### src/rtl/tx_dfe_pkg.sv
package tx_dfe_pkg;
  localparam int DESC_USED_BIT = 31;
  localparam int DESC_WRAP_BIT = 30;
  localparam int DESC_EXH_BIT  = 27;
  localparam int DESC_LAST_BIT = 15;
  localparam int DESC_LEN_W    = 11;

  typedef enum logic [2:0] {
    S_IDLE,
    S_FETCH_BUF,
    S_FETCH_CTL,
    S_CHECK,
    S_BUF_RD,
    S_DRAIN,
    S_WBACK,
    S_FINISH
  } dfe_state_t;
endpackage

### src/rtl/tx_dfe_ptr.sv
module tx_dfe_ptr #(
  parameter int AW = 16
) (
  input  logic          clk,
  input  logic          rst,
  input  logic          load_base,
  input  logic          advance,
  input  logic          wrap,
  input  logic [AW-1:0] base_addr,
  output logic [AW-1:0] ptr
);
  localparam logic [AW-1:0] STEP = AW'(8);

  always_ff @(posedge clk) begin
    if (rst) begin
      ptr <= '0;
    end else if (load_base) begin
      ptr <= base_addr;
    end else if (advance) begin
      ptr <= wrap ? base_addr : ptr + STEP;
    end
  end
endmodule

### src/rtl/tx_dfe_ser.sv
module tx_dfe_ser #(
  parameter int WW = 32
) (
  input  logic          clk,
  input  logic          rst,
  input  logic          load,
  input  logic [WW-1:0] word,
  input  logic [1:0]    lane,
  input  logic [2:0]    cnt,
  input  logic          mark_last,
  input  logic          tx_ready,
  output logic          tx_valid,
  output logic [7:0]    tx_data,
  output logic          tx_last,
  output logic          idle
);
  logic [WW-1:0] sh;
  logic [2:0]    left;
  logic          lastf;

  always_ff @(posedge clk) begin
    if (rst) begin
      sh       <= '0;
      left     <= '0;
      lastf    <= 1'b0;
      tx_valid <= 1'b0;
    end else if (load) begin
      sh       <= word >> {lane, 3'b000};
      left     <= cnt;
      lastf    <= mark_last;
      tx_valid <= (cnt != 3'd0);
    end else if (tx_valid && tx_ready) begin
      sh   <= sh >> 8;
      left <= left - 3'd1;
      if (left == 3'd1) tx_valid <= 1'b0;
    end
  end

  assign tx_data = sh[7:0];
  assign tx_last = tx_valid && lastf && (left == 3'd1);
  assign idle    = !tx_valid;

  a_r4_hold_under_stall: assert property (@(posedge clk) disable iff (rst)
    tx_valid && !tx_ready |=> tx_valid && $stable(tx_data) && $stable(tx_last));
endmodule

### src/rtl/tx_dfe_ctrl.sv
module tx_dfe_ctrl
  import tx_dfe_pkg::*;
#(
  parameter int AW = 16,
  parameter int WW = 32
) (
  input  logic          clk,
  input  logic          rst,
  input  logic          tx_enable,
  input  logic          tx_start,
  input  logic [AW-1:0] ptr,
  output logic          ptr_load,
  output logic          ptr_adv,
  output logic          ptr_wrap,
  output logic          mem_req,
  output logic          mem_we,
  output logic [AW-1:0] mem_addr,
  output logic [WW-1:0] mem_wdata,
  input  logic          mem_ack,
  input  logic [WW-1:0] mem_rdata,
  input  logic          ser_idle,
  output logic          ser_load,
  output logic [1:0]    ser_lane,
  output logic [2:0]    ser_cnt,
  output logic          ser_mark_last,
  output logic          busy,
  output logic          fin_pulse,
  output logic          fin_exh
);
  localparam logic [AW-1:0] W1_OFS = AW'(4);

  dfe_state_t            state;
  logic [AW-1:0]         buf_addr;
  logic [AW-1:0]         first_addr;
  logic [DESC_LEN_W-1:0] remain;
  logic [WW-1:0]         cur_w1;
  logic [WW-1:0]         first_w1;
  logic                  in_frame;
  logic                  hit_exh;
  logic                  go;
  logic                  is_used;
  logic [2:0]            room;
  logic [2:0]            take_n;
  logic [DESC_LEN_W-1:0] cur_len;

  assign go      = tx_start && tx_enable;
  assign is_used = cur_w1[DESC_USED_BIT];
  assign cur_len = cur_w1[DESC_LEN_W-1:0];
  assign room    = 3'd4 - {1'b0, buf_addr[1:0]};
  assign take_n  = (remain < DESC_LEN_W'(room)) ? remain[2:0] : room;

  assign ptr_load = (state == S_IDLE) && go;
  assign ptr_adv  = (state == S_CHECK) && !is_used;
  assign ptr_wrap = cur_w1[DESC_WRAP_BIT];

  always_comb begin
    mem_req   = 1'b0;
    mem_we    = 1'b0;
    mem_addr  = '0;
    mem_wdata = '0;
    unique case (state)
      S_FETCH_BUF: begin mem_req = 1'b1; mem_addr = ptr; end
      S_FETCH_CTL: begin mem_req = 1'b1; mem_addr = ptr + W1_OFS; end
      S_BUF_RD:    begin mem_req = 1'b1; mem_addr = {buf_addr[AW-1:2], 2'b00}; end
      S_WBACK: begin
        mem_req   = 1'b1;
        mem_we    = 1'b1;
        mem_addr  = first_addr + W1_OFS;
        mem_wdata = first_w1;
        mem_wdata[DESC_USED_BIT] = 1'b1;
        if (hit_exh) mem_wdata[DESC_EXH_BIT] = 1'b1;
      end
      default: ;
    endcase
  end

  assign ser_load      = (state == S_BUF_RD) && mem_ack;
  assign ser_lane      = buf_addr[1:0];
  assign ser_cnt       = take_n;
  assign ser_mark_last = cur_w1[DESC_LAST_BIT] && (remain == DESC_LEN_W'(take_n));
  assign busy          = (state != S_IDLE);
  assign fin_pulse     = (state == S_FINISH);
  assign fin_exh       = hit_exh;

  always_ff @(posedge clk) begin
    if (rst) begin
      state      <= S_IDLE;
      buf_addr   <= '0;
      first_addr <= '0;
      remain     <= '0;
      cur_w1     <= '0;
      first_w1   <= '0;
      in_frame   <= 1'b0;
      hit_exh    <= 1'b0;
    end else begin
      unique case (state)
        S_IDLE: if (go) begin
          state    <= S_FETCH_BUF;
          in_frame <= 1'b0;
          hit_exh  <= 1'b0;
        end
        S_FETCH_BUF: if (mem_ack) begin
          buf_addr <= mem_rdata[AW-1:0];
          state    <= S_FETCH_CTL;
        end
        S_FETCH_CTL: if (mem_ack) begin
          cur_w1 <= mem_rdata;
          state  <= S_CHECK;
        end
        S_CHECK: begin
          if (is_used) begin
            if (in_frame) begin
              hit_exh <= 1'b1;
              state   <= S_WBACK;
            end else begin
              state <= S_FINISH;
            end
          end else begin
            if (!in_frame) begin
              first_addr <= ptr;
              first_w1   <= cur_w1;
              in_frame   <= 1'b1;
            end
            remain <= cur_len;
            if (cur_len == '0)
              state <= cur_w1[DESC_LAST_BIT] ? S_WBACK : S_FETCH_BUF;
            else
              state <= S_BUF_RD;
          end
        end
        S_BUF_RD: if (mem_ack) begin
          buf_addr <= buf_addr + AW'(take_n);
          remain   <= remain - DESC_LEN_W'(take_n);
          state    <= S_DRAIN;
        end
        S_DRAIN: if (ser_idle) begin
          if (remain != '0)                state <= S_BUF_RD;
          else if (cur_w1[DESC_LAST_BIT])  state <= S_WBACK;
          else                             state <= S_FETCH_BUF;
        end
        S_WBACK: if (mem_ack) begin
          in_frame <= 1'b0;
          state    <= hit_exh ? S_FINISH : S_FETCH_BUF;
        end
        S_FINISH: state <= S_IDLE;
        default:  state <= S_IDLE;
      endcase
    end
  end

  // request fields frozen until acknowledged
  a_r11_req_hold: assert property (@(posedge clk) disable iff (rst)
    mem_req && !mem_ack |=> mem_req && $stable(mem_addr) && $stable(mem_we) && $stable(mem_wdata));
  // every write marks the descriptor used
  a_r6_write_sets_used: assert property (@(posedge clk) disable iff (rst)
    mem_req && mem_we |-> mem_wdata[DESC_USED_BIT]);
  // writes land on descriptor word 1
  a_r6_write_word1: assert property (@(posedge clk) disable iff (rst)
    mem_req && mem_we |-> mem_addr[2:0] == 3'b100);
endmodule

### src/rtl/tx_desc_engine.sv
module tx_desc_engine #(
  parameter int AW = 16,
  parameter int WW = 32
) (
  input  logic          clk,
  input  logic          rst,
  input  logic          tx_enable,
  input  logic          tx_start,
  input  logic [AW-1:0] base_addr,
  input  logic [1:0]    status_clr,
  output logic          mem_req,
  output logic          mem_we,
  output logic [AW-1:0] mem_addr,
  output logic [WW-1:0] mem_wdata,
  input  logic          mem_ack,
  input  logic [WW-1:0] mem_rdata,
  output logic          tx_valid,
  output logic [7:0]    tx_data,
  output logic          tx_last,
  input  logic          tx_ready,
  output logic          busy,
  output logic          tx_done,
  output logic          tx_exhausted
);
  logic [AW-1:0] ptr;
  logic          ptr_load, ptr_adv, ptr_wrap;
  logic          ser_idle, ser_load, ser_mark_last;
  logic [1:0]    ser_lane;
  logic [2:0]    ser_cnt;
  logic          fin_pulse, fin_exh;

  tx_dfe_ptr #(.AW(AW)) u_ptr (
    .clk(clk), .rst(rst), .load_base(ptr_load), .advance(ptr_adv),
    .wrap(ptr_wrap), .base_addr(base_addr), .ptr(ptr)
  );

  tx_dfe_ctrl #(.AW(AW), .WW(WW)) u_ctrl (
    .clk(clk), .rst(rst), .tx_enable(tx_enable), .tx_start(tx_start),
    .ptr(ptr), .ptr_load(ptr_load), .ptr_adv(ptr_adv), .ptr_wrap(ptr_wrap),
    .mem_req(mem_req), .mem_we(mem_we), .mem_addr(mem_addr),
    .mem_wdata(mem_wdata), .mem_ack(mem_ack), .mem_rdata(mem_rdata),
    .ser_idle(ser_idle), .ser_load(ser_load), .ser_lane(ser_lane),
    .ser_cnt(ser_cnt), .ser_mark_last(ser_mark_last), .busy(busy),
    .fin_pulse(fin_pulse), .fin_exh(fin_exh)
  );

  tx_dfe_ser #(.WW(WW)) u_ser (
    .clk(clk), .rst(rst), .load(ser_load), .word(mem_rdata),
    .lane(ser_lane), .cnt(ser_cnt), .mark_last(ser_mark_last),
    .tx_ready(tx_ready), .tx_valid(tx_valid), .tx_data(tx_data),
    .tx_last(tx_last), .idle(ser_idle)
  );

  always_ff @(posedge clk) begin
    if (rst) begin
      tx_done      <= 1'b0;
      tx_exhausted <= 1'b0;
    end else begin
      if (fin_pulse)          tx_done <= 1'b1;
      else if (status_clr[0]) tx_done <= 1'b0;
      if (fin_pulse && fin_exh) tx_exhausted <= 1'b1;
      else if (status_clr[1])   tx_exhausted <= 1'b0;
    end
  end

  a_r2_idle_no_request: assert property (@(posedge clk) disable iff (rst)
    !busy |-> !mem_req);
  a_r4_no_byte_when_idle: assert property (@(posedge clk) disable iff (rst)
    tx_valid |-> busy);
  a_r8_done_at_stop: assert property (@(posedge clk) disable iff (rst)
    $rose(tx_done) |-> !busy);
  a_r9_exhaust_with_done: assert property (@(posedge clk) disable iff (rst)
    $rose(tx_exhausted) |-> tx_done);
endmodule

### config.mk
export PLATFORM = sky130hd
export DESIGN_NAME = tx_desc_engine
export DESIGN_NICKNAME = d
export VERILOG_FILES = /design/src/rtl/tx_dfe_pkg.sv /design/src/rtl/tx_dfe_ptr.sv /design/src/rtl/tx_dfe_ser.sv /design/src/rtl/tx_dfe_ctrl.sv /design/src/rtl/tx_desc_engine.sv
export SDC_FILE = /design/constraint.sdc
export NUM_CORES = 1
export LEC_CHECK = 0
export ABC_CLOCK_PERIOD_IN_PS = 10500
export BUFFER_PORTS_ARGS = -buffer_cell sky130_fd_sc_hd__buf_2
export CORE_ASPECT_RATIO = 1.1
export CORE_MARGIN = 3
export CORE_UTILIZATION = 65
export CTS_BUF_LIST = sky130_fd_sc_hd__clkbuf_4 sky130_fd_sc_hd__clkbuf_8
export DETAILED_ROUTE_END_ITERATION = 8
export PLACE_DENSITY = 0.88
export SYNTH_ARGS = -nofsm -noshare
export SYNTH_HDL_FRONTEND = slang
export SYNTH_HIERARCHICAL = 1
export SYNTH_SLANG_ARGS = --single-unit
### constraint.sdc
create_clock -name clk -period 10.5 [get_ports clk]
set_input_delay 0.525 -clock clk [delete_from_list [all_inputs] [get_ports clk]]
set_output_delay 0.525 -clock clk [all_outputs]
set_load 0.03 [all_outputs]
# After elaboration in Yosys (flattened, before gate mapping)
# Index checks and enable logic that the tools add are counted.
dict set report totals {
  register_bits 166
  in_bits 56
  out_inout_bits 63
}
dict set report classes {
  n_addsub 7
  magnitude_cmp 1
  eq_ne 18
  n_shift 1
  mux 46
  n_bitwise 2
  n_reduce_logical 33
}
# op count
set op_table {}
lappend op_table {{2-to-1 mux 32 bit} 3}
lappend op_table {{2-to-1 mux 16 bit} 5}
lappend op_table {{one-hot mux 16 bit (4 select lines)} 1}
lappend op_table {{2-to-1 mux 3 bit} 14}
lappend op_table {{adder 16 x 3 -> 16 bit, second input constant} 2}
lappend op_table {{one-hot mux 16 bit (2 select lines)} 1}
lappend op_table {{right shift 32 x 5 -> 32 bit} 1}
lappend op_table {{one-hot mux 3 bit (8 select lines)} 1}
lappend op_table {{2-to-1 mux 11 bit} 2}
lappend op_table {{one-hot mux 11 bit (2 select lines)} 1}
lappend op_table {{adder 16 x 3 -> 16 bit} 1}
lappend op_table {{adder 16 x 4 -> 16 bit, second input constant} 1}
lappend op_table {{2-to-1 mux 1 bit} 16}
lappend op_table {{nonzero test 2 bit} 8}
lappend op_table {{== test 3 bit, second input constant} 4}
lappend op_table {{inequality test 2 bit, second input constant} 6}
lappend op_table {{== test 11 x 3 -> 1 bit} 1}
lappend op_table {{zero test 11 bit} 1}
lappend op_table {{less-than comparator 11 x 3 -> 1 bit} 1}
lappend op_table {{nonzero test 11 bit} 1}
lappend op_table {{subtractor 11 x 3 -> 11 bit} 1}
lappend op_table {{logical AND 1 bit} 9}
lappend op_table {{AND reduction 3 bit} 3}
lappend op_table {{nonzero test 3 bit} 3}
lappend op_table {{other kinds (14)} 21}

# Logic depth before layout (Yosys ltp)
dict set report depth {
  ltp_word 6
  ltp_mapped 15
}

# Cells and area by module
# The synthesis kept the hierarchy.
# mod n_inst cells_per_inst area_each_um2
set modules_own_cells {}
lappend modules_own_cells {tx_dfe_ctrl 1 841 6244.7}
lappend modules_own_cells {tx_dfe_ser 1 242 2240.9}
lappend modules_own_cells {tx_dfe_ptr 1 116 912.1}
lappend modules_own_cells {tx_desc_engine 1 8 73.8}

# Worst setup path before layout
# OpenSTA, ideal clock, no wires.
dict set report synth_path {
  path_kind {reg-to-output}
  from {register u_ctrl.state[2]}
  to {output mem_addr[14]}
  arrival_ps 2919
  t_required_ps 9975
  path_slack_ps 7056
  path_stages_with_launch 14
  path_cell_list {dfxtp_1 -> buf_2 -> nand3b_4 -> inv_2 -> buf_2 -> clkbuf_1 -> nand2_1 -> nand2_1 -> ha_1 -> nand4_1 -> nor3_1 -> o211ai_1 -> xnor2_1 -> o22ai_1}
}
dict set report synth_between {
  elab_chain_len 2
  elab_cells_between_ends 5
  classes_between {4 x eq/ne; 1 x mux}
}
# item line_no
set synth_lines {}
lappend synth_lines {{start, declared} tx_dfe_ctrl.sv:32} ;# dfe_state_t state;
lappend synth_lines {{start signal, assigned} tx_dfe_ctrl.sv:126} ;# state <= cur_w1[DESC_LAST_BIT] ? S_WBACK : S_FETCH_BUF;
lappend synth_lines {{start signal, assigned} tx_dfe_ctrl.sv:143} ;# state <= hit_exh ? S_FINISH : S_FETCH_BUF;
lappend synth_lines {{== test 3 bit (tied with other cells)} tx_dfe_ctrl.sv:61} ;# unique case (state)
lappend synth_lines {{one-hot mux 16 bit (4 select lines) *} tx_dfe_ctrl.sv:61}
lappend synth_lines {{end, declared} tx_desc_engine.sv:13} ;# output logic [AW-1:0] mem_addr,
# Mark *: on every way between the ends. The rest lies on a longest branch, timed or not.

# Worst setup path after layout
dict set report layout_path {
  from {register u_ctrl.state[1]}
  to {output mem_addr[14]}
}
# The elaborated chain is that of the path after synthesis.

==> results.json <==
{
  "htreeDepth": 4,
  "grt-ovfl-total": 0,
  "detail_route.iter0.violations": 1678,
  "start_kind": "flip-flop",
  "power.leakage_nw": 3.735,
  "synth_compound_area_share_pct": 22.58,
  "synth_top_family_by_area": "simple AND/OR/NAND/NOR gates",
  "fin_ws_ns": 5.992,
  "yosysMostFrequentCell": "nand2_1",
  "area_growth_pct": 8.032,
  "cts_sinks": 166,
  "maxCapViolCount": 0,
  "wire_per_inst_um": 18.88,
  "rsz0062_at_grt": "false",
  "cts_resized": 0,
  "antenna_found_initial": 0,
  "gp_congestion": 1.023,
  "synthAdderAreaFrac_pct": 2.246,
  "postSynthAreaPerCell_um2": 7.847,
  "synth_fp_nets": 1278,
  "fin_crit_ns": 4.508,
  "dp.cells": 1423,
  "cts_root_buf": "clkbuf_8",
  "setup_violations": 0,
  "whs_path_depth": 3,
  "rows": 45,
  "ys_warn_count": 6,
  "fin_nets": 1325,
  "dp_hpwl_mm": 19.08,
  "finalSetupTns_ns": 0,
  "min_path_type": "in2reg",
  "fp.dieArea_um2": 16060,
  "layout.cells.non_filler": 1455,
  "netlist_area_um2": 9472,
  "cts_tree": "built",
  "synth_top_area_cell": "dfxtp_1",
  "finalCritPeriodShare_pct": 42.93,
  "end_kind": "output pin",
  "path_clk_slew_ns": 0.09,
  "worstMarginPinSlew_ns": 1.234,
  "clk_latency_ns": 0.47,
  "cts_inserted_buffers": 17,
  "crit_type": "reg2out",
  "wirelength_mm": 27.47,
  "die_y_um": 132.6,
  "crit_arrival_ns": 3.98,
  "ir_drop_uv": 75.81,
  "slew_headroom_pct": 17.59,
  "clockBufferDepth": 2,
  "start_util_pct": 67.56,
  "synth_xor_area_share_pct": 2.219,
  "status": "completed",
  "cts_setup_buffers": 0,
  "io_buffer_count": 118,
  "synth_area_leaders": "dfxtp_1 35%, nand2_1 9.6%, a21oi_1 6.3%",
  "cp_max_fo": 41,
  "ys.flop_type": "dfxtp_1",
  "register_area_um2": 3323,
  "vias": 9493,
  "grt_max_degree": 79,
  "cts-hold-fix-buffers": 0,
  "final-hold-violation-count": 0,
  "n_fill_cell": 1080,
  "synth_common_cells": "241 x nand2_1, 166 x dfxtp_1, 120 x a21oi_1",
  "postRouteAntennaNets": 0,
  "skew_ns": 0.01369,
  "grt_pass1_wl_mm": 43.64,
  "core_area_um2": 14020,
  "slew_viol_final": 0,
  "fmax_ghz": 0.2218,
  "synthMuxAreaShare_pct": 5.324,
  "final_core_util_pct": 72.99,
  "firstDrtPassIters": 6,
  "pin_count": 119,
  "grt_use_total_pct": 33.42,
  "syn_inst": 1207,
  "multi_input_area_um2": 5549,
  "cp.required_ns": 9.98,
  "seq_area_frac_synth_pct": 35.09,
  "synthArstFlopShare_pct": 0,
  "drive_gt1_share_pct": 16.81,
  "via_per_inst": 6.524,
  "r2r_cells": 14,
  "power_w": 0.001207,
  "die-width_um": 121.1,
  "synth_cell_types": 87,
  "num_antenna_cells": 0,
  "synthSimpleGateAreaFrac_pct": 26.05,
  "route.detailed.drc": 0,
  "grt_pass1_vias": 8505,
  "synth-edff-count": 0,
  "synth_top_area_share_pct": 35.09,
  "pwr_density_cell_nw_per_um2": 118.0,
  "ys_ff_latch": 166,
  "dpl_worst_slack_ns": 6.018
}
## layout by cell type (no fill, tap or decap), types with 18 or more instances in the layout
master    netlist  routed
a211oi_1       21      21
a21oi_1       120     120
a22oi_1        35      35
and2_1         34      34
buf_2          34     117
clkbuf_8        0      18
dfxtp_1       166     166
mux2i_1        26      26
nand2_1       241     241
nand3_1        36      36
nor2_1         79      77
nor3_1         19      19
nor4_1         19      19
o21ai_0        39      39
o22ai_1        25      25
## per-layer routing
metal,vias up,GRT usage (%),wire [um]
met5,-,0,0
met4,0,15.87,1140
met3,94,5.430,2409
met2,562,51.87,12600
met1,4457,45.34,11320
li1,4380,-,-
## worst paths after layout
path / startpoint / end / slack, ns
worst max-delay path: u_ctrl/state[1] / mem_addr[14] / 5.99
worst min-delay path: base_addr[0] / u_ptr/ptr[0] / 0.31
worst max register to register: u_ctrl/buf_addr[1] / u_ctrl/buf_addr[9] / 6.00
worst min register to register: u_ctrl/first_w1[10] / u_ctrl/first_w1[10] / 0.45
## worst max-delay path, stage by stage (launching register included)
cell      delay (ns)
dfxtp_1         0.65
buf_4           0.38
nand3b_4        0.27
inv_2           0.53
nand2_1         0.12
nand2_1         0.09
ha_1            0.25
nand4_1         0.15
nor3_1          0.33
o211ai_1        0.18
xnor2_1         0.15
o22ai_1         0.16
buf_2           0.23
## sequential cells by signal (all words and copies together), names as in the netlist, 3 cells and up
| name | count |
|---|---|
| u_ctrl/buf_addr | 16 |
| u_ctrl/cur_w1 | 32 |
| u_ctrl/first_addr | 16 |
| u_ctrl/first_w1 | 31 |
| u_ctrl/remain | 11 |
| u_ctrl/state | 3 |
| u_ptr/ptr | 16 |
| u_ser/left | 3 |
| u_ser/sh | 32 |
## cell families after synthesis
| group | after synthesis |
|---|---|
| simple gates | 511 |
| mux | 46 |
| compound gates | 324 |
| fa+ha+maj | 16 |
| buf+inv | 120 |
| flops | 166 |
| xor+xnor | 24 |
## metrics by stage
step	hold WS (ns)	instance area, um2
2_1_floorplan	0.4317	9472
3_3_place_gp	0.4384	9851
3_5_place_dp	0.4429	9851
4_1_cts	0.2787	10230
5_1_grt	0.2987	10230
6_report	0.3080	10230
## where the power goes
group | internal (W) | switching (W) | total (W) | leakage, nW
clock network | 0.000202 | 0.000245 | 0.000447 | 0.188
logic | 0.0000411 | 0.0000704 | 0.000112 | 2.21
registers | 0.000635 | 0.0000140 | 0.000649 | 1.34
## cell type report
cell class | instances | share of cell area, %
inverter | 20 | 0.7337
clock buffer | 20 | 2.568
clock inverter | 12 | 1.162
multi-input combinational | 921 | 54.23
sequential | 166 | 32.48
tap | 188 | 2.299
timing repair buffer | 128 | 6.530
Note: power is estimated with default switching activity, not from simulation.
